$ cat src/rtl/vbe_pkg.sv
package vbe_pkg;
  localparam int FIDX_W   = 7;
  localparam int N_FIELDS = 1 << FIDX_W;
  localparam int FIELD_W  = 4;
  localparam int CR_W     = N_FIELDS * FIELD_W;

  typedef enum logic [1:0] {
    K_NORMAL    = 2'b00,
    K_VLSET     = 2'b01,
    K_STEP      = 2'b10,
    K_STEP_VLSET = 2'b11
  } kind_e;

  typedef struct packed {
    logic  zero;
    logic  all;
    logic  b2;
    kind_e kind;
  } mode_t;

  typedef enum logic {ST_IDLE, ST_SCAN} state_e;
endpackage

$ cat src/rtl/vbe_elem_test.sv
module vbe_elem_test
  import vbe_pkg::*;
#(
  parameter int MAX_VL = 64,
  localparam int ELW = $clog2(MAX_VL)
) (
  input  logic [CR_W-1:0] cr_i,
  input  logic [4:0]      bi_i,
  input  logic [3:0]      ext_i,
  input  logic            vec_i,
  input  logic [ELW-1:0]  elem_i,
  input  logic            pred_i,
  input  logic            zero_i,
  input  logic            subst_i,
  input  logic            sense_i,
  output logic            active_o,
  output logic            pass_o
);
  logic [FIDX_W-1:0]   base;
  logic [FIDX_W-1:0]   idx;
  logic [FIDX_W+1:0]   lsb;
  logic [FIELD_W-1:0]  fld;
  logic                tbit;

  always_comb begin
    base = vec_i ? {bi_i[4:2], ext_i} : {ext_i, bi_i[4:2]};
    idx  = vec_i ? base + FIDX_W'(elem_i) : base;
    lsb  = {idx, 2'b00};
    fld  = cr_i[lsb +: FIELD_W];
    // bit 0 of the selector names the field's top bit
    tbit = pred_i ? fld[~bi_i[1:0]] : subst_i;
    active_o = pred_i | zero_i;
    pass_o   = (tbit == sense_i);
  end
endmodule

$ cat src/rtl/vbe_scan_ctrl.sv
module vbe_scan_ctrl
  import vbe_pkg::*;
#(
  parameter int MAX_VL = 64,
  localparam int VLW = $clog2(MAX_VL + 1),
  localparam int ELW = $clog2(MAX_VL)
) (
  input  logic              clk,
  input  logic              rst_n,
  input  logic              start_i,
  input  logic [4:0]        bi_i,
  input  logic [3:0]        ext_i,
  input  logic              vec_i,
  input  logic [VLW-1:0]    vl_i,
  input  logic [MAX_VL-1:0] mask_i,
  input  logic [4:0]        mode_i,
  input  logic              sense_i,
  input  logic              vf_i,
  input  logic              active_i,
  input  logic              pass_i,
  output logic [4:0]        bi_o,
  output logic [3:0]        ext_o,
  output logic              vec_o,
  output logic [ELW-1:0]    elem_o,
  output logic              pred_o,
  output logic              zero_o,
  output logic              subst_o,
  output logic              sense_o,
  output logic              taken_o,
  output logic              done_o,
  output logic [VLW-1:0]    vl_o,
  output logic              err_o
);
  mode_t mode_in;
  assign mode_in = mode_t'(mode_i);

  state_e            state_q, state_d;
  logic [ELW-1:0]    elem_q, elem_d;
  logic [VLW-1:0]    vl_q, vl_cap;
  logic [MAX_VL-1:0] mask_q;
  logic [4:0]        bi_q;
  logic [3:0]        ext_q;
  logic              vec_q, vlset_q, b2_q, all_q, zero_q, sense_q;
  logic              taken_q, taken_d, done_q, done_d, err_q, err_d;
  logic [VLW-1:0]    vlout_q, vlout_d;
  logic              cap_en, last, decide;

  assign vl_cap = (vl_i > VLW'(MAX_VL)) ? VLW'(MAX_VL) : vl_i;
  assign last   = (VLW'(elem_q) == (vl_q - VLW'(1)));
  assign decide = active_i & (all_q ? ~pass_i : pass_i);

  always_comb begin
    state_d = state_q;
    elem_d  = elem_q;
    taken_d = taken_q;
    vlout_d = vlout_q;
    err_d   = err_q;
    done_d  = 1'b0;
    cap_en  = 1'b0;
    case (state_q)
      ST_IDLE: begin
        if (start_i) begin
          cap_en  = 1'b1;
          elem_d  = '0;
          err_d   = 1'b0;
          vlout_d = vl_cap;
          if (vf_i && mode_in.all) begin
            err_d   = 1'b1;
            taken_d = 1'b0;
            done_d  = 1'b1;
          end else if (vl_cap == '0) begin
            taken_d = mode_in.all;
            done_d  = 1'b1;
          end else begin
            state_d = ST_SCAN;
          end
        end
      end
      default: begin
        if (decide) begin
          taken_d = ~all_q;
          done_d  = 1'b1;
          state_d = ST_IDLE;
          if (vlset_q) vlout_d = VLW'(elem_q) + VLW'(b2_q);
        end else if (last) begin
          taken_d = all_q;
          done_d  = 1'b1;
          state_d = ST_IDLE;
        end else begin
          elem_d = elem_q + ELW'(1);
        end
      end
    endcase
  end

  always_ff @(posedge clk or negedge rst_n) begin
    if (!rst_n) begin
      state_q <= ST_IDLE;
      elem_q  <= '0;
      taken_q <= 1'b0;
      done_q  <= 1'b0;
      err_q   <= 1'b0;
      vlout_q <= '0;
    end else begin
      state_q <= state_d;
      elem_q  <= elem_d;
      taken_q <= taken_d;
      done_q  <= done_d;
      err_q   <= err_d;
      vlout_q <= vlout_d;
    end
  end

  always_ff @(posedge clk or negedge rst_n) begin
    if (!rst_n) begin
      vl_q    <= '0;
      mask_q  <= '0;
      bi_q    <= '0;
      ext_q   <= '0;
      vec_q   <= 1'b0;
      vlset_q <= 1'b0;
      b2_q    <= 1'b0;
      all_q   <= 1'b0;
      zero_q  <= 1'b0;
      sense_q <= 1'b0;
    end else if (cap_en) begin
      vl_q    <= vl_cap;
      mask_q  <= mask_i;
      bi_q    <= bi_i;
      ext_q   <= ext_i;
      vec_q   <= vec_i;
      vlset_q <= mode_in.kind[0];
      b2_q    <= mode_in.b2;
      all_q   <= mode_in.all;
      zero_q  <= mode_in.zero;
      sense_q <= sense_i;
    end
  end

  assign bi_o    = bi_q;
  assign ext_o   = ext_q;
  assign vec_o   = vec_q;
  assign elem_o  = elem_q;
  assign pred_o  = mask_q[elem_q];
  assign zero_o  = zero_q;
  assign subst_o = ~vlset_q & b2_q;
  assign sense_o = sense_q;
  assign taken_o = taken_q;
  assign done_o  = done_q;
  assign vl_o    = vlout_q;
  assign err_o   = err_q;


  err_not_taken_chk: assert property (@(posedge clk) disable iff (!rst_n)
    (done_q && err_q) |-> !taken_q);

  vl_trunc_chk: assert property (@(posedge clk) disable iff (!rst_n)
    done_q |-> (vlout_q <= vl_q));

  vl_keep_chk: assert property (@(posedge clk) disable iff (!rst_n)
    (done_q && !vlset_q) |-> (vlout_q == vl_q));

  done_idle_chk: assert property (@(posedge clk) disable iff (!rst_n)
    done_q |-> (state_q == ST_IDLE));

  scan_bound_chk: assert property (@(posedge clk) disable iff (!rst_n)
    (state_q == ST_SCAN) |-> (VLW'(elem_q) < vl_q));

  scan_entry_chk: assert property (@(posedge clk) disable iff (!rst_n)
    $rose(state_q == ST_SCAN) |-> $past(start_i));
endmodule

$ cat src/rtl/vbranch_eval.sv
module vbranch_eval
  import vbe_pkg::*;
#(
  parameter int MAX_VL = 64,
  localparam int VLW = $clog2(MAX_VL + 1),
  localparam int ELW = $clog2(MAX_VL)
) (
  input  logic              clk,
  input  logic              rst_n,
  input  logic              start_i,
  input  logic [CR_W-1:0]   cr_i,
  input  logic [4:0]        bi_i,
  input  logic [3:0]        ext_i,
  input  logic              vec_i,
  input  logic [VLW-1:0]    vl_i,
  input  logic [MAX_VL-1:0] mask_i,
  input  logic [4:0]        mode_i,
  input  logic              sense_i,
  input  logic              vf_i,
  output logic              taken_o,
  output logic              done_o,
  output logic [VLW-1:0]    vl_o,
  output logic              err_o
);
  logic [1:0] rs_q;
  logic       rst_sync_n;

  always_ff @(posedge clk or negedge rst_n) begin
    if (!rst_n) rs_q <= '0;
    else        rs_q <= {rs_q[0], 1'b1};
  end
  assign rst_sync_n = rs_q[1];

  logic [4:0]     s_bi;
  logic [3:0]     s_ext;
  logic           s_vec, s_pred, s_zero, s_subst, s_sense, s_active, s_pass;
  logic [ELW-1:0] s_elem;

  vbe_scan_ctrl #(.MAX_VL(MAX_VL)) u_ctrl (
    .clk      (clk),
    .rst_n    (rst_sync_n),
    .start_i  (start_i),
    .bi_i     (bi_i),
    .ext_i    (ext_i),
    .vec_i    (vec_i),
    .vl_i     (vl_i),
    .mask_i   (mask_i),
    .mode_i   (mode_i),
    .sense_i  (sense_i),
    .vf_i     (vf_i),
    .active_i (s_active),
    .pass_i   (s_pass),
    .bi_o     (s_bi),
    .ext_o    (s_ext),
    .vec_o    (s_vec),
    .elem_o   (s_elem),
    .pred_o   (s_pred),
    .zero_o   (s_zero),
    .subst_o  (s_subst),
    .sense_o  (s_sense),
    .taken_o  (taken_o),
    .done_o   (done_o),
    .vl_o     (vl_o),
    .err_o    (err_o)
  );

  vbe_elem_test #(.MAX_VL(MAX_VL)) u_test (
    .cr_i     (cr_i),
    .bi_i     (s_bi),
    .ext_i    (s_ext),
    .vec_i    (s_vec),
    .elem_i   (s_elem),
    .pred_i   (s_pred),
    .zero_i   (s_zero),
    .subst_i  (s_subst),
    .sense_i  (s_sense),
    .active_o (s_active),
    .pass_o   (s_pass)
  );
endmodule

$ cat config.mk
export PLATFORM = sky130hd
export DESIGN_NAME = vbranch_eval
export DESIGN_NICKNAME = d
export VERILOG_FILES = /design/src/rtl/vbe_pkg.sv /design/src/rtl/vbe_elem_test.sv /design/src/rtl/vbe_scan_ctrl.sv /design/src/rtl/vbranch_eval.sv
export SDC_FILE = /design/constraint.sdc
export NUM_CORES = 1
export LEC_CHECK = 0
export BUFFER_PORTS_ARGS = -buffer_cell sky130_fd_sc_hd__buf_2
export CAP_MARGIN = 5
export CORE_AREA = 10 10 232 234
export CTS_BUF_LIST = sky130_fd_sc_hd__clkbuf_4
export CTS_CLUSTER_DIAMETER = 50
export DETAILED_ROUTE_END_ITERATION = 12
export DIE_AREA = 0 0 242 244
export PLACE_DENSITY = 0.55
export SLEW_MARGIN = 10
export SYNTH_ARGS = -nofsm -noshare
export SYNTH_HDL_FRONTEND = slang
export SYNTH_SLANG_ARGS = --single-unit
$ cat constraint.sdc
create_clock -name clk -period 3.2 [get_ports clk]
set_input_delay 0 -clock clk [delete_from_list [all_inputs] [get_ports clk]]
set_output_delay 0 -clock clk [all_outputs]
set_load 0.1 [all_outputs]
### Word-level counts from Yosys, hierarchy flattened

Index checks and enable logic that the tools add are counted.
Widths: inputs -> output; s select.

* muxes and demuxes: 38
* equal/unequal tests: 7
* shifts and indexed selects: 1
* add/sub/neg operators: 4
* reductions and logical operators: 8
* order comparisons: 3
* bitwise operators: 8

Operator list (count)
* $shiftx 512x10->4: 1
* $mux 7: 7
* $mux 1: 25
* $mux 6: 4
* $reduce_and 3->1: 3
* $ne 2x2->1 const B: 4
* $add 6x1->7: 1
* $add 7x6->7: 1
* $eq 6x7->1: 1
* $gt 7x7->1 const B: 1
* $logic_not 7->1: 1
* $lt 6x7->1 const B: 1
* $sub 7x1->7 const B: 1
* $add 6x1->6 const B: 1
* $bmux 1 s6: 1
* $not 1->1: 4
* $lt 2x3->1 const B: 1
* $ne 3x3->1 const B: 1
* $reduce_bool 3->1: 1
* $and 1x1->1: 2
* $bmux 1 s2: 1
* $not 2->2: 1
* $reduce_and 2->1: 1
* $reduce_bool 2->1: 1
* other kinds (3): 3

* flip-flop bits (word level): 105
* output and inout port bits: 10
* input bits: 603

### Logic depth before layout (Yosys ltp)

Gate-level depths: netlist of the first run.

* depth after elaboration: 13
* mapped depth: 25

### Hierarchy

A second synthesis of the first run with hierarchy kept.

* cell total of the unflattened synthesis: 1236
* area, all modules: 10045.9 um^2

Modules (own cells, without submodules)
* vbe_elem_test: instances 1, sequential area each 0.0 um^2, cells each 710, area an instance 5152.4 um^2
* vbe_scan_ctrl: instances 1, sequential area each 2577.5 um^2, cells each 523, area an instance 4839.6 um^2
* vbranch_eval: instances 1, sequential area each 50.0 um^2, cells each 3, area an instance 53.8 um^2

### Least setup slack after synthesis of the first run

Ideal clock, no wire load.

* path type: register to register
* start point: reg u_ctrl.vec_q (netlist: u_ctrl.vec_o)
* end point: reg u_ctrl.vlout_q[0] (netlist: u_ctrl.vl_o[0])
* cell stages (with the launch flop): 24
* setup slack: -2.097 ns
* period minus slack after synthesis: 5.297 ns
* data required time: 3.074 ns
* buffers on the path: 7
* data arrival time: 5.171 ns
* cells stage by stage: dfrtp_1 buf_4 buf_6 clkbuf_1 clkbuf_1 buf_2 a21o_1 ha_1 inv_1 fa_1 buf_2 and2_1 buf_2 a22oi_2 a21oi_1 or4_1 o211ai_1 o41ai_1 or4b_1 nand4_1 o32a_2 nand3_4 a31oi_4 mux2_2

* cells in the longest elaborated chain, start to end: 13

RTL lines
* from (decl): RTL line vbe_scan_ctrl.sv:43 `logic vec_q, vlset_q, b2_q, all_q, zero_q, sense_q;`
* from (signal assigned): RTL line vbe_scan_ctrl.sv:131 `vec_q <= vec_i;`
* $mux 7: RTL line vbe_elem_test.sv:26 `base = vec_i ? {bi_i[4:2], ext_i} : {ext_i, bi_i[4:2]};`
* $add 7x6->7: RTL line vbe_elem_test.sv:27 `idx = vec_i ? base + FIDX_W'(elem_i) : base;`
* $mux 7 *: RTL line vbe_elem_test.sv:27
* $shiftx 512x10->4 *: RTL line vbe_elem_test.sv:29 `fld = cr_i[lsb +: FIELD_W];`
* $bmux 1 s2 *: RTL line vbe_elem_test.sv:31 `tbit = pred_i ? fld[~bi_i[1:0]] : subst_i;`
* $mux 1 (not written as such) *: RTL line vbe_elem_test.sv:31
* $mux 1 *: RTL line vbe_elem_test.sv:31
* $eq 1x1->1 *: RTL line vbe_elem_test.sv:33 `pass_o = (tbit == sense_i);`
* $not 1->1: RTL line vbe_scan_ctrl.sv:50 `assign decide = active_i & (all_q ? ~pass_i : pass_i);`
* $mux 1 *: RTL line vbe_scan_ctrl.sv:50
* $and 1x1->1 *: RTL line vbe_scan_ctrl.sv:50
* $ne 2x2->1 (no source line) *
* $reduce_and 3->1 (no source line) *
* to (signal assigned): RTL line vbe_scan_ctrl.sv:110 `vlout_q <= vlout_d;`
* to (decl): RTL line vbe_scan_ctrl.sv:45 `logic [VLW-1:0] vlout_q, vlout_d;`

Every way passes the cells marked *; elsewhere a longest branch is shown, timed or not. The select of a mux whose other input is x is not followed.
A chain may end at the register's enable or synchronous reset.

### Final worst setup path of the first run

* start point: reg u_ctrl.bi_q[2] (netlist: u_ctrl.bi_o[2])
* end point: reg u_ctrl.elem_q[3] (netlist: u_ctrl.elem_o[3])

* cells in the longest elaborated chain, start to end: 13

RTL lines
* from (decl): RTL line vbe_scan_ctrl.sv:41 `logic [4:0] bi_q;`
* from (signal assigned): RTL line vbe_scan_ctrl.sv:129 `bi_q <= bi_i;`
* $mux 7 *: RTL line vbe_elem_test.sv:26
* $add 7x6->7: RTL line vbe_elem_test.sv:27
* $mux 7 *: RTL line vbe_elem_test.sv:27
* $shiftx 512x10->4 *: RTL line vbe_elem_test.sv:29
* $bmux 1 s2 *: RTL line vbe_elem_test.sv:31
* $mux 1 (not written as such) *: RTL line vbe_elem_test.sv:31
* $mux 1 *: RTL line vbe_elem_test.sv:31
* $eq 1x1->1 *: RTL line vbe_elem_test.sv:33
* $not 1->1: RTL line vbe_scan_ctrl.sv:50
* $mux 1 *: RTL line vbe_scan_ctrl.sv:50
* $and 1x1->1 *: RTL line vbe_scan_ctrl.sv:50
* $ne 2x2->1 (no source line) *
* $reduce_and 3->1 (no source line) *
* to (signal assigned): RTL line vbe_scan_ctrl.sv:106 `elem_q <= elem_d;`
* to (decl): RTL line vbe_scan_ctrl.sv:38 `logic [ELW-1:0] elem_q, elem_d;`

Marks and branches as above.

==> flow_metrics.py, run 1 <==
metrics = {
    "outcome": {
        "status": "finished, violations left",
        "violations": "negative setup slack",
    },
    "power": {
        "power_leakage_uw": 0.009525,
        "finalPower_uw": 31740,
        "power_density_nw_per_um2": 1492,
        "p_seq_share_pct": 7.7,
        "irDropWorstVdd_v": 0.0008400,
        "clkPwrFrac_pct": 2.3,
        "p_int_uw": 14800,
        "p_sw_share_pct": 53.36,
        "p_comb_share_pct": 90.1,
        "p_switching_uw": 16940,
    },
    "flow_run": {
        "cap_viol_max_count": 0,
    },
    "clocking": {
        "cts_tree": "built",
        "clkTransAtPathRegs_ps": 170,
        "clkSinkCount": 105,
        "htree_levels": 3,
        "numCtsBuffers": 9,
        "cts_root_buffer": "clkbuf_4",
        "clock_path_buffers": 2,
        "clk_latency_ps": 460,
    },
    "placed_design": {
        "io_buffers": 611,
        "hpwl_um": 70500,
        "gp_congestion": 0.9534,
    },
    "synth": {
        "yosys_warnings": 0,
        "netlist_area_um2": 13680,
        "synthCells": 1981,
        "ys_seq_area_share_pct": 19.21,
        "ys_ff_latch": 105,
        "synthFlopType": "dfrtp_1",
        "netlist-cell-type-count": 74,
        "syn_nets": 2595,
        "synth.avg_cell_area_um2": 6.903,
        "async_flop_share_pct": 100.0,
        "synth_edf_count": 0,
    },
    "sta": {
        "clock.fmax_ghz": 0.2141,
        "slew_headroom_pct": 28.55,
        "fin_setup_tns_ps": -22470,
        "min_period_ps": 4672,
        "setup_viol_count_final": 16,
        "rsz0062_at_grt": "yes",
        "period_share_pct": 146.0,
        "drv_slew": 0,
        "finalHoldViolations": 0,
        "skew_ps": 31.06,
        "holdWs_ps": 258.3,
        "worst_pin_slew_ps": 1072,
        "worst_slack_ps": -1472,
    },
    "floorplanning": {
        "die_h_um": 244,
        "dieWidth_um": 242,
        "rows": 82,
        "initial_utilization_pct": 27.65,
        "core_area_um2": 49450,
        "dieArea_um2": 59050,
        "io_pins": 613,
    },
    "layout": {
        "final_util_pct": 43.02,
        "synthToLayoutAreaGrowth_pct": 55.55,
        "drive_gt1_share_pct": 37.52,
        "nNetsFinal": 3397,
    },
    "worst_setup_path": {
        "required_ps": 3570,
        "crit_type": "reg -> reg",
        "critPathLaunchType": "flop",
        "cp.arrival_ps": 5040,
        "worstPathMaxFanout": 16,
        "cp-end-kind": "flop",
    },
    "routing": {
        "wire_per_inst_um": 25.52,
        "first_pass_iters": 5,
        "drt_iter0_markers": 1686,
        "ant_nets": 0,
        "routed_wl_um": 89070,
        "post_drt_via_cell_ratio": 5.627,
        "num_vias": 19637,
        "drc": 0,
    },
    "min_path": {
        "hp-class": "in -> reg",
    },
    "global_route": {
        "grt_pass1_vias": 19781,
        "grt_pass1_wl_um": 130800,
        "grt_usage_pct": 28.50,
        "antenna_found_initial": 34,
        "grt_overflow": 0,
        "grt_max_degree": 80,
    },
}
worst max-delay path: stages (launching register included):
cell and delay (ps):
dfrtp_4 520, nor2b_4 140, a21o_1 180, ha_4 170, inv_2 50, fa_2 460
buf_4 160, buf_6 140, buf_12 160, o211ai_1 130, a41oi_1 160, a2111oi_2 550
buf_4 200, nor3_1 50, a21o_1 180, o2111ai_1 220, buf_4 190, o32a_4 180
nand3_4 80, buf_4 150, buf_12 140, nor3_4 160, mux2i_1 190
repair_timing:
item,4_1_cts,5_1_grt
cloned,3,2
pin swaps,31,61
hold buffers,96,0
setup endpoints to repair,16,16
gates resized for setup,54,57
buffers inserted,16,13
endpoints found under the hold margin,95,0
registers in the layout, indices dropped and copies added, names as in the netlist:
register        count
u_ctrl.b2_q         1
u_ctrl.vl_o         7
u_ctrl.elem_o       6
u_ctrl.vlset_q      1
u_ctrl.sense_o      1
u_ctrl.state_q      1
u_ctrl.bi_o         5
u_ctrl.vec_o        1
u_ctrl.vl_q         7
u_ctrl.mask_q      64
u_ctrl.done_o       1
u_ctrl.zero_o       1
rs_q                2
u_ctrl.ext_o        4
u_ctrl.err_o        1
u_ctrl.all_q        1
u_ctrl.taken_o      1
cell families (layout without fill, tap and decap cells):
logic type | after synthesis | after routing | synth area share (%)
other cells | 1 | 31 | 0.02742
buf+inv | 219 | 1026 | 6.340
mux | 47 | 47 | 5.755
simple gates | 839 | 839 | 30.53
fa+ha+maj | 11 | 11 | 1.061
flops | 105 | 105 | 19.21
compound gates | 743 | 743 | 36.05
xor+xnor | 16 | 16 | 1.025
worst paths after layout:
check,startpoint,endpoint,slack (ps),cells after the start
setup / recovery,u_ctrl.bi_o[2]$_DFFE_PN0P_,u_ctrl.elem_o[3]$_DFFE_PN0P_,-1470,22
hold / removal,mask_i[53],u_ctrl.mask_q[53]$_DFFE_PN0P_,260,4
setup reg to reg,u_ctrl.bi_o[2]$_DFFE_PN0P_,u_ctrl.elem_o[3]$_DFFE_PN0P_,-1470,22
hold reg to reg,rs_q[0]$_DFF_PN0_,rs_q[1]$_DFF_PN0_,380,0
max in group asynchronous,rs_q[1]$_DFF_PN0_,u_ctrl.elem_o[0]$_DFFE_PN0P_,1810,1
min in group asynchronous,rst_n,rs_q[1]$_DFF_PN0_,370,3
power by group through the flow:
stage	Sequential (µW)	Combinational [µW]	Clock [µW]
after floorplan	2660	14600	0
after global placement	2430	25500	0
after detailed placement	2450	25700	0
after CTS	2430	27300	759
after global routing	2510	30500	807
final	2430	28600	722
cells in the final DEF (no fill, tap or decap), types with 13 or more instances in the layout:
master and instances:
dlygate4sd3_1 96, o2111ai_1 18, or3_1 14, nand2b_1 244, a211oi_1 106, nand2_1 316
a21oi_1 215, nor3_1 73, diode_2 30, o22ai_1 80, mux4_2 24, a22oi_1 116
inv_1 22, nor3_2 19, buf_4 222, buf_2 611, nor2_1 63, nor4_1 13
o21bai_1 20, o211ai_1 21, buf_12 39, nand3_1 21, o41ai_1 19, o21ai_0 45
dfrtp_1 100
per-stage QoR:
step / setup WS, ps / instance area (µm²) / std cells
final: -1472 / 21270 / 3490
after global routing: -1667 / 21250 / 3482
after CTS: -1453 / 20840 / 3448
after detailed placement: -1897 / 19250 / 3317
after global placement: -1803 / 19250 / 3317
after floorplan: -1667 / 13760 / 1981
area by class of cell:
cell class / count / area, µm²
Timing Repair Buffer: 982 / 6696
Antenna cell: 30 / 75.07
Sequential cell: 105 / 2641
Multi-Input combinational cell: 1657 / 10760
Inverter: 28 / 107.6
Fill cell: 5126 / 28180
Tap cell: 672 / 840.8
Clock buffer: 10 / 75.07
Clock inverter: 6 / 72.57
synth_stat cells, types with 4 or more instances:
cell | n | area, µm²
nand2_1 | 317 | 1190
nand2b_1 | 246 | 1539
a21oi_1 | 221 | 1106
a22oi_1 | 122 | 915.9
a211oi_1 | 113 | 848.3
clkbuf_1 | 113 | 424.2
dfrtp_1 | 105 | 2628
nor3_1 | 95 | 475.5
o22ai_1 | 80 | 500.5
nor2_1 | 68 | 255.2
buf_1 | 49 | 183.9
o21ai_0 | 49 | 245.2
buf_2 | 27 | 135.1
inv_1 | 26 | 97.59
mux4_2 | 24 | 540.5
nand3_1 | 23 | 115.1
o211ai_1 | 21 | 157.7
o21bai_1 | 20 | 150.1
o41ai_1 | 19 | 166.4
or3_1 | 19 | 118.9
o2111ai_1 | 18 | 157.7
nor4_1 | 15 | 93.84
a31oi_1 | 13 | 81.33
mux2_2 | 13 | 146.4
xnor2_1 | 12 | 105.1
nand4_1 | 11 | 68.82
ha_1 | 10 | 125.1
mux2i_1 | 10 | 100.1
and3_1 | 8 | 50.05
a41oi_1 | 7 | 61.31
nor2b_1 | 7 | 43.79
or2_2 | 7 | 43.79
a311oi_1 | 6 | 52.55
and2_1 | 6 | 37.54
o221ai_1 | 6 | 52.55
o31ai_1 | 6 | 45.04
nand3b_1 | 5 | 37.54
a21o_1 | 4 | 30.03
xor2_1 | 4 | 35.03
layer usage:
metal / share of wire (%) / GRT usage [%] / vias to the layer above
met3: 6.1 / 3.968 / 184
met2: 50 / 50.44 / 909
met5: 0.076 / 0 / -
li1: - / - / 9033
met1: 40 / 34.05 / 9501
met4: 4.5 / 12.08 / 10
Power figures use the tool's default switching activity.
==> run 2: changes to the inputs <==
clock period = 3.8 ns   (was 3.2 ns; I/O delays follow)
==> run 2 against run 1 <==
Against the previous run:
- the flow still finishes with violations (negative setup slack)
- register-to-register slack better by 540 ps
- routed wire length up 0.95%
- critical path depth up 1
- setup slack improved by 540 ps
- via count about the same
- combinational power decreased by 15%
- critical path type unchanged
==> flow_metrics.py, run 2 (synthesized netlist as in run 1, its figures left out) <==
metrics = {
    "clocking": {
        "clkTransAtPathRegs_ps": 190,
        "cts_tree": "built",
        "cts_root_buffer": "clkbuf_4",
        "clkSinkCount": 105,
        "htree_levels": 3,
        "clk_latency_ps": 470,
        "clock_path_buffers": 2,
        "numCtsBuffers": 9,
    },
    "layout": {
        "regMostFlops": "u_ctrl.mask_q",
        "mostFrequentLayoutCells": "buf_2, nand2_1, nand2b_1, buf_4, a21oi_1",
        "final_common_cell": "buf_2",
        "largest_reg_flops": 64,
        "nNetsFinal": 3389,
        "synthToLayoutAreaGrowth_pct": 56.42,
        "final_util_pct": 43.26,
        "instances_no_fill": 3475,
        "drive_gt1_share_pct": 38.78,
    },
    "global_route": {
        "grt.met2_usage_pct": 51.67,
        "top_usage_layer": "met2",
        "grt_pass1_vias": 19806,
        "grt_max_degree": 97,
        "met3_usage_pct": 4.404,
        "grtUsageMet1_pct": 34.15,
        "antenna_found_initial": 31,
        "grt_overflow": 0,
        "grt_usage_pct": 28.88,
        "grt_pass1_wl_um": 132500,
    },
    "sta": {
        "period_share_pct": 124.5,
        "worst_slack_ps": -929.8,
        "skew_ps": 29.24,
        "worst_pin_slew_ps": 1033,
        "fin_setup_tns_ps": -12930,
        "drv_slew": 0,
        "slew_headroom_pct": 31.15,
        "setup_viol_count_final": 16,
        "min_period_ps": 4730,
        "clock.fmax_ghz": 0.2114,
        "rsz0062_at_grt": "yes",
        "finalHoldViolations": 0,
    },
    "worst_setup_path": {
        "required_ps": 4170,
        "worstPathMaxFanout": 8,
        "crit_type": "reg -> reg",
        "cp.arrival_ps": 5100,
        "critPathLaunchType": "flop",
        "cp-end-kind": "flop",
    },
    "power": {
        "power_density_nw_per_um2": 1255,
        "irDropWorstVdd_v": 0.0007267,
        "power_leakage_uw": 0.009510,
    },
    "routing": {
        "post_drt_via_cell_ratio": 5.646,
        "drc": 0,
        "first_pass_iters": 6,
        "ant_nets": 0,
        "routed_wl_um": 89910,
        "num_vias": 19621,
        "drt_iter0_markers": 1536,
        "wire_per_inst_um": 25.87,
    },
    "placed_design": {
        "hpwl_um": 71240,
        "io_buffers": 611,
        "gp_congestion": 0.9863,
        "dp_cells": 3308,
    },
    "floorplanning": {
        "dieWidth_um": 242,
        "core_area_um2": 49450,
        "io_pins": 613,
        "rows": 82,
        "die_h_um": 244,
        "dieArea_um2": 59050,
        "initial_utilization_pct": 27.65,
    },
    "min_path": {
        "hp-class": "in -> reg",
    },
    "outcome": {
        "status": "finished, violations left",
        "violations": "negative setup slack",
    },
    "flow_run": {
        "cap_viol_max_count": 0,
    },
}
## run 2: cell count changes in the layout (fill, tap and decap cells not counted), sizes merged
cell,change
diode,-7
buf,-5
bufbuf,-1
bufinv,-1
clkbuf,-2
clkinv,+1
## run 2: per-stage QoR
stage / setup WS, ps / instance area (µm²) / total power, µW / hold slack (ps)
floorplan: -1067 / 13760 / 14540 / -295.6
global placement: -1084 / 19200 / 23520 / -212.9
detailed placement: -1096 / 19200 / 23680 / -212.4
CTS: -848.2 / 20960 / 25900 / 202.5
global route: -1045 / 21380 / 28600 / 208.2
finish: -929.8 / 21390 / 26850 / 219.6
## run 2: final timing paths
path,from,to,slack (ps),cells after the start
min in group asynchronous,rst_n,rs_q[1]$_DFF_PN0_,360,3
max in group asynchronous,rs_q[1]$_DFF_PN0_,u_ctrl.mask_q[7]$_DFFE_PN0P_,2480,1
worst max register to register,u_ctrl.vec_o$_DFFE_PN0P_,u_ctrl.vl_o[5]$_DFFE_PN0P_,-930,23
worst min register to register,rs_q[0]$_DFF_PN0_,rs_q[1]$_DFF_PN0_,380,0
worst max-delay path,u_ctrl.vec_o$_DFFE_PN0P_,u_ctrl.vl_o[5]$_DFFE_PN0P_,-930,23
worst min-delay path,mask_i[20],u_ctrl.mask_q[20]$_DFFE_PN0P_,220,4
## run 2: critical path, cell delays in order (launching register included)
cell	delay, ps
dfrtp_4	530
buf_8	140
a21o_1	200
ha_4	170
inv_2	60
fa_2	480
buf_6	160
nor2b_4	130
buf_12	150
buf_12	150
buf_8	130
a22oi_1	80
o22ai_1	240
nor3_1	90
nor3_2	200
nor3_2	80
a21oi_2	190
nand4_1	220
buf_4	200
o32a_4	360
nand3_4	80
a31oi_4	100
buf_12	190
mux2_4	280
## run 2: timing repair
action | 4_1_cts | 5_1_grt
setup endpoints to repair | 16 | 16
pin swaps | 61 | 70
gates cloned | 4 | 0
buffers inserted | 20 | 15
endpoints found under the hold margin | 94 | 0
hold buffers | 96 | 0
resized for setup | 84 | 78
## run 2: power breakdown
part / total, µW / switching, µW / leakage [µW] / internal, µW
Clock: 574 / 416 / 0.0000724 / 158
Sequential: 2040 / 395 / 0.00130 / 1640
Combinational: 24200 / 13600 / 0.00813 / 10600
## run 2: final cells by class
cell class                 instances  area, µm²
antenna                           23      57.56
inverter                          28      110.1
fill                            5080      28060
clock buffer                      10      75.07
timing repair buffer             974       6644
clock inverter                     6      61.31
tap                              672      840.8
sequential                       105       2641
multi-input combinational       1657      10960
## run 2: per-layer routing
layer / vias to the layer above / routed length [µm] / part of all wire, %
met5: - / 115 / 0.13
met4: 16 / 3886 / 4.3
met3: 213 / 5601 / 6.2
met2: 935 / 45280 / 50
met1: 9472 / 35030 / 39
li1: 8985 / - / -
==> run 3: changes to the inputs <==
PLACE_DENSITY = 0.64   (was 0.55)
==> run 3 against run 2 <==
Against the previous run:
- the flow still finishes with violations (negative setup slack)
- clock skew fell by 7.6 ps
- setup slack got worse by 41 ps
- final cell count rose by 0.35%
- first-iteration DRC count rose by 21%
==> flow_metrics.py, run 3 (synthesized netlist as in run 1, its figures left out) <==
metrics = {
    "outcome": {
        "status": "finished, violations left",
        "violations": "negative setup slack",
    },
    "sta": {
        "finalHoldViolations": 0,
        "drv_slew": 0,
        "min_period_ps": 4771,
        "rsz0062_at_grt": "yes",
        "clock.fmax_ghz": 0.2096,
        "setup_viol_count_final": 16,
        "skew_ps": 21.65,
        "fin_setup_tns_ps": -13900,
        "period_share_pct": 125.6,
        "worst_slack_ps": -971.2,
        "worst_pin_slew_ps": 1036,
        "holdWs_ps": 196.5,
        "slew_headroom_pct": 30.78,
    },
    "worst_setup_path": {
        "required_ps": 4200,
        "crit_path_top_delay_cell": "fa_2",
        "cp.arrival_ps": 5170,
        "crit_cells": 24,
        "path_cells": "nor2b_4 -> a21o_1 -> ha_4 -> inv_4 -> fa_2 -> and2_4 -> buf_12 -> buf_6 -> buf_8 -> a22oi_2 -> o22ai_1 -> nor3_1 -> nor3_1 -> buf_4 -> nor4_2 -> a21oi_2 -> buf_4 -> nand4_1 -> buf_6 -> o32a_4 -> nand3_4 -> a31oi_4 -> buf_12 -> mux2_4",
        "worstReg2RegEnd": "u_ctrl.vl_o[0]$_DFFE_PN0P_",
        "cp_top_family": "buffers and inverters",
        "r2r-start": "u_ctrl.vec_o$_DFFE_PN0P_",
        "reg2reg_depth": 24,
        "crit_buf_inv": 8,
        "cp-end-kind": "flop",
        "critPathLaunchType": "flop",
        "worstPathMaxFanout": 7,
        "cp_slowest_stage_delay_ps": 630,
        "rrSetupSlack_ps": -970,
        "crit_type": "reg -> reg",
    },
    "floorplanning": {
        "rows": 82,
        "dieWidth_um": 242,
        "core_area_um2": 49450,
        "io_pins": 613,
        "die_h_um": 244,
        "initial_utilization_pct": 27.65,
        "dieArea_um2": 59050,
    },
    "clocking": {
        "cts_root_buffer": "clkbuf_4",
        "clock_path_buffers": 2,
        "clk_latency_ps": 500,
        "numCtsBuffers": 9,
        "clkTransAtPathRegs_ps": 190,
        "htree_levels": 3,
        "cts_tree": "built",
        "clkSinkCount": 105,
    },
    "global_route": {
        "grt_pass1_wl_um": 123800,
        "grt_overflow": 0,
        "antenna_found_initial": 43,
        "grt_usage_pct": 27.00,
        "grt_max_degree": 97,
        "grt_pass1_vias": 19075,
    },
    "power": {
        "irDropWorstVdd_v": 0.0006155,
        "power_density_nw_per_um2": 1233,
        "power_leakage_uw": 0.009403,
    },
    "routing": {
        "first_pass_iters": 5,
        "ant_nets": 0,
        "wire_per_inst_um": 24.36,
        "routed_wl_um": 84930,
        "post_drt_via_cell_ratio": 5.642,
        "drt_iter0_markers": 1856,
        "drc": 0,
        "num_vias": 19675,
    },
    "layout": {
        "final_common_cell": "buf_2",
        "nNetsFinal": 3389,
        "drive_gt1_share_pct": 37.05,
        "synthToLayoutAreaGrowth_pct": 53.44,
        "largest_reg_flops": 64,
        "regMostFlops": "u_ctrl.mask_q",
        "mostFrequentLayoutCells": "buf_2, nand2_1, nand2b_1, buf_4, a21oi_1",
    },
    "min_path": {
        "hp-class": "in -> reg",
        "hold_end": "u_ctrl.mask_q[26]$_DFFE_PN0P_",
        "min-delay-start": "mask_i[26]",
        "hold_depth": 4,
    },
    "placed_design": {
        "hpwl_um": 67110,
        "post-place-ws_ps": -1249,
        "io_buffers": 611,
        "gp_congestion": 0.9792,
    },
    "flow_run": {
        "cap_viol_max_count": 0,
    },
}
run 3: cell types whose count changed in the layout (fill, tap and decap cells not counted), sizes merged:
cell / before / now
clkbuf: 10 / 9
clkinv: 4 / 5
diode: 23 / 35
run 3: metal layers:
metal	vias to the layer above	wire length (µm)	share of wire (%)	global-route usage, %
li1	9026	-	-	-
met1	9277	31970	38	31.88
met2	1143	41290	49	46.12
met3	219	7674	9.0	5.755
met4	10	3937	4.6	12.84
met5	-	59	0.069	0
run 3: worst max path at each step:
stage	startpoint	endpoint	slack, ps
after floorplan	u_ctrl.vec_o$_DFFE_PN0P_	u_ctrl.vl_o[0]$_DFFE_PN0P_	-1070
after global placement	u_ctrl.bi_o[2]$_DFFE_PN0P_	u_ctrl.taken_o$_DFFE_PN0P_	-1160
after detailed placement	u_ctrl.vec_o$_DFFE_PN0P_	u_ctrl.vl_o[3]$_DFFE_PN0P_	-1250
after CTS	u_ctrl.vec_o$_DFFE_PN0P_	u_ctrl.vl_o[0]$_DFFE_PN0P_	-900
after global routing	u_ctrl.vec_o$_DFFE_PN0P_	u_ctrl.vl_o[0]$_DFFE_PN0P_	-1120
final	u_ctrl.vec_o$_DFFE_PN0P_	u_ctrl.vl_o[0]$_DFFE_PN0P_	-970
run 3: through the flow:
step	cell area (µm²)	std cells	power [µW]	util, %
2_1_floorplan	13760	1981	14540	-
3_3_place_gp	19170	3316	23310	38.76
3_5_place_dp	19170	3316	23370	38.76
4_1_cts	20640	3443	24850	41.73
5_1_grt	20970	3480	27520	42.40
6_report	20980	3487	25880	42.43
run 3: layout make-up:
type	count	area, µm²
fillers	5151	28470
multi-input cells	1657	10680
repair buffers	974	6481
flip-flops and latches	105	2640
well taps	672	840.8
inverters	28	115.1
diodes	35	87.58
clock inverters	7	72.57
clock buffers	9	67.56
run 3: what timing repair did:
item	4_1_cts	5_1_grt
hold buffers	96	0
hold endpoints to repair	97	0
pin swaps	24	33
endpoints found under the setup margin	16	16
setup buffers	15	11
resized for setup	62	44
run 3: power by group:
part	internal (µW)	switching, µW	total (µW)
sequential	1640	381	2020
combinational	10100	13200	23300
clock	155	440	595
run 3: worst min-delay path, cell delays in order:
cell	delay (ps)
dlygate4sd3_1	510
buf_2	90
nand2_1	40
nand2_1	40
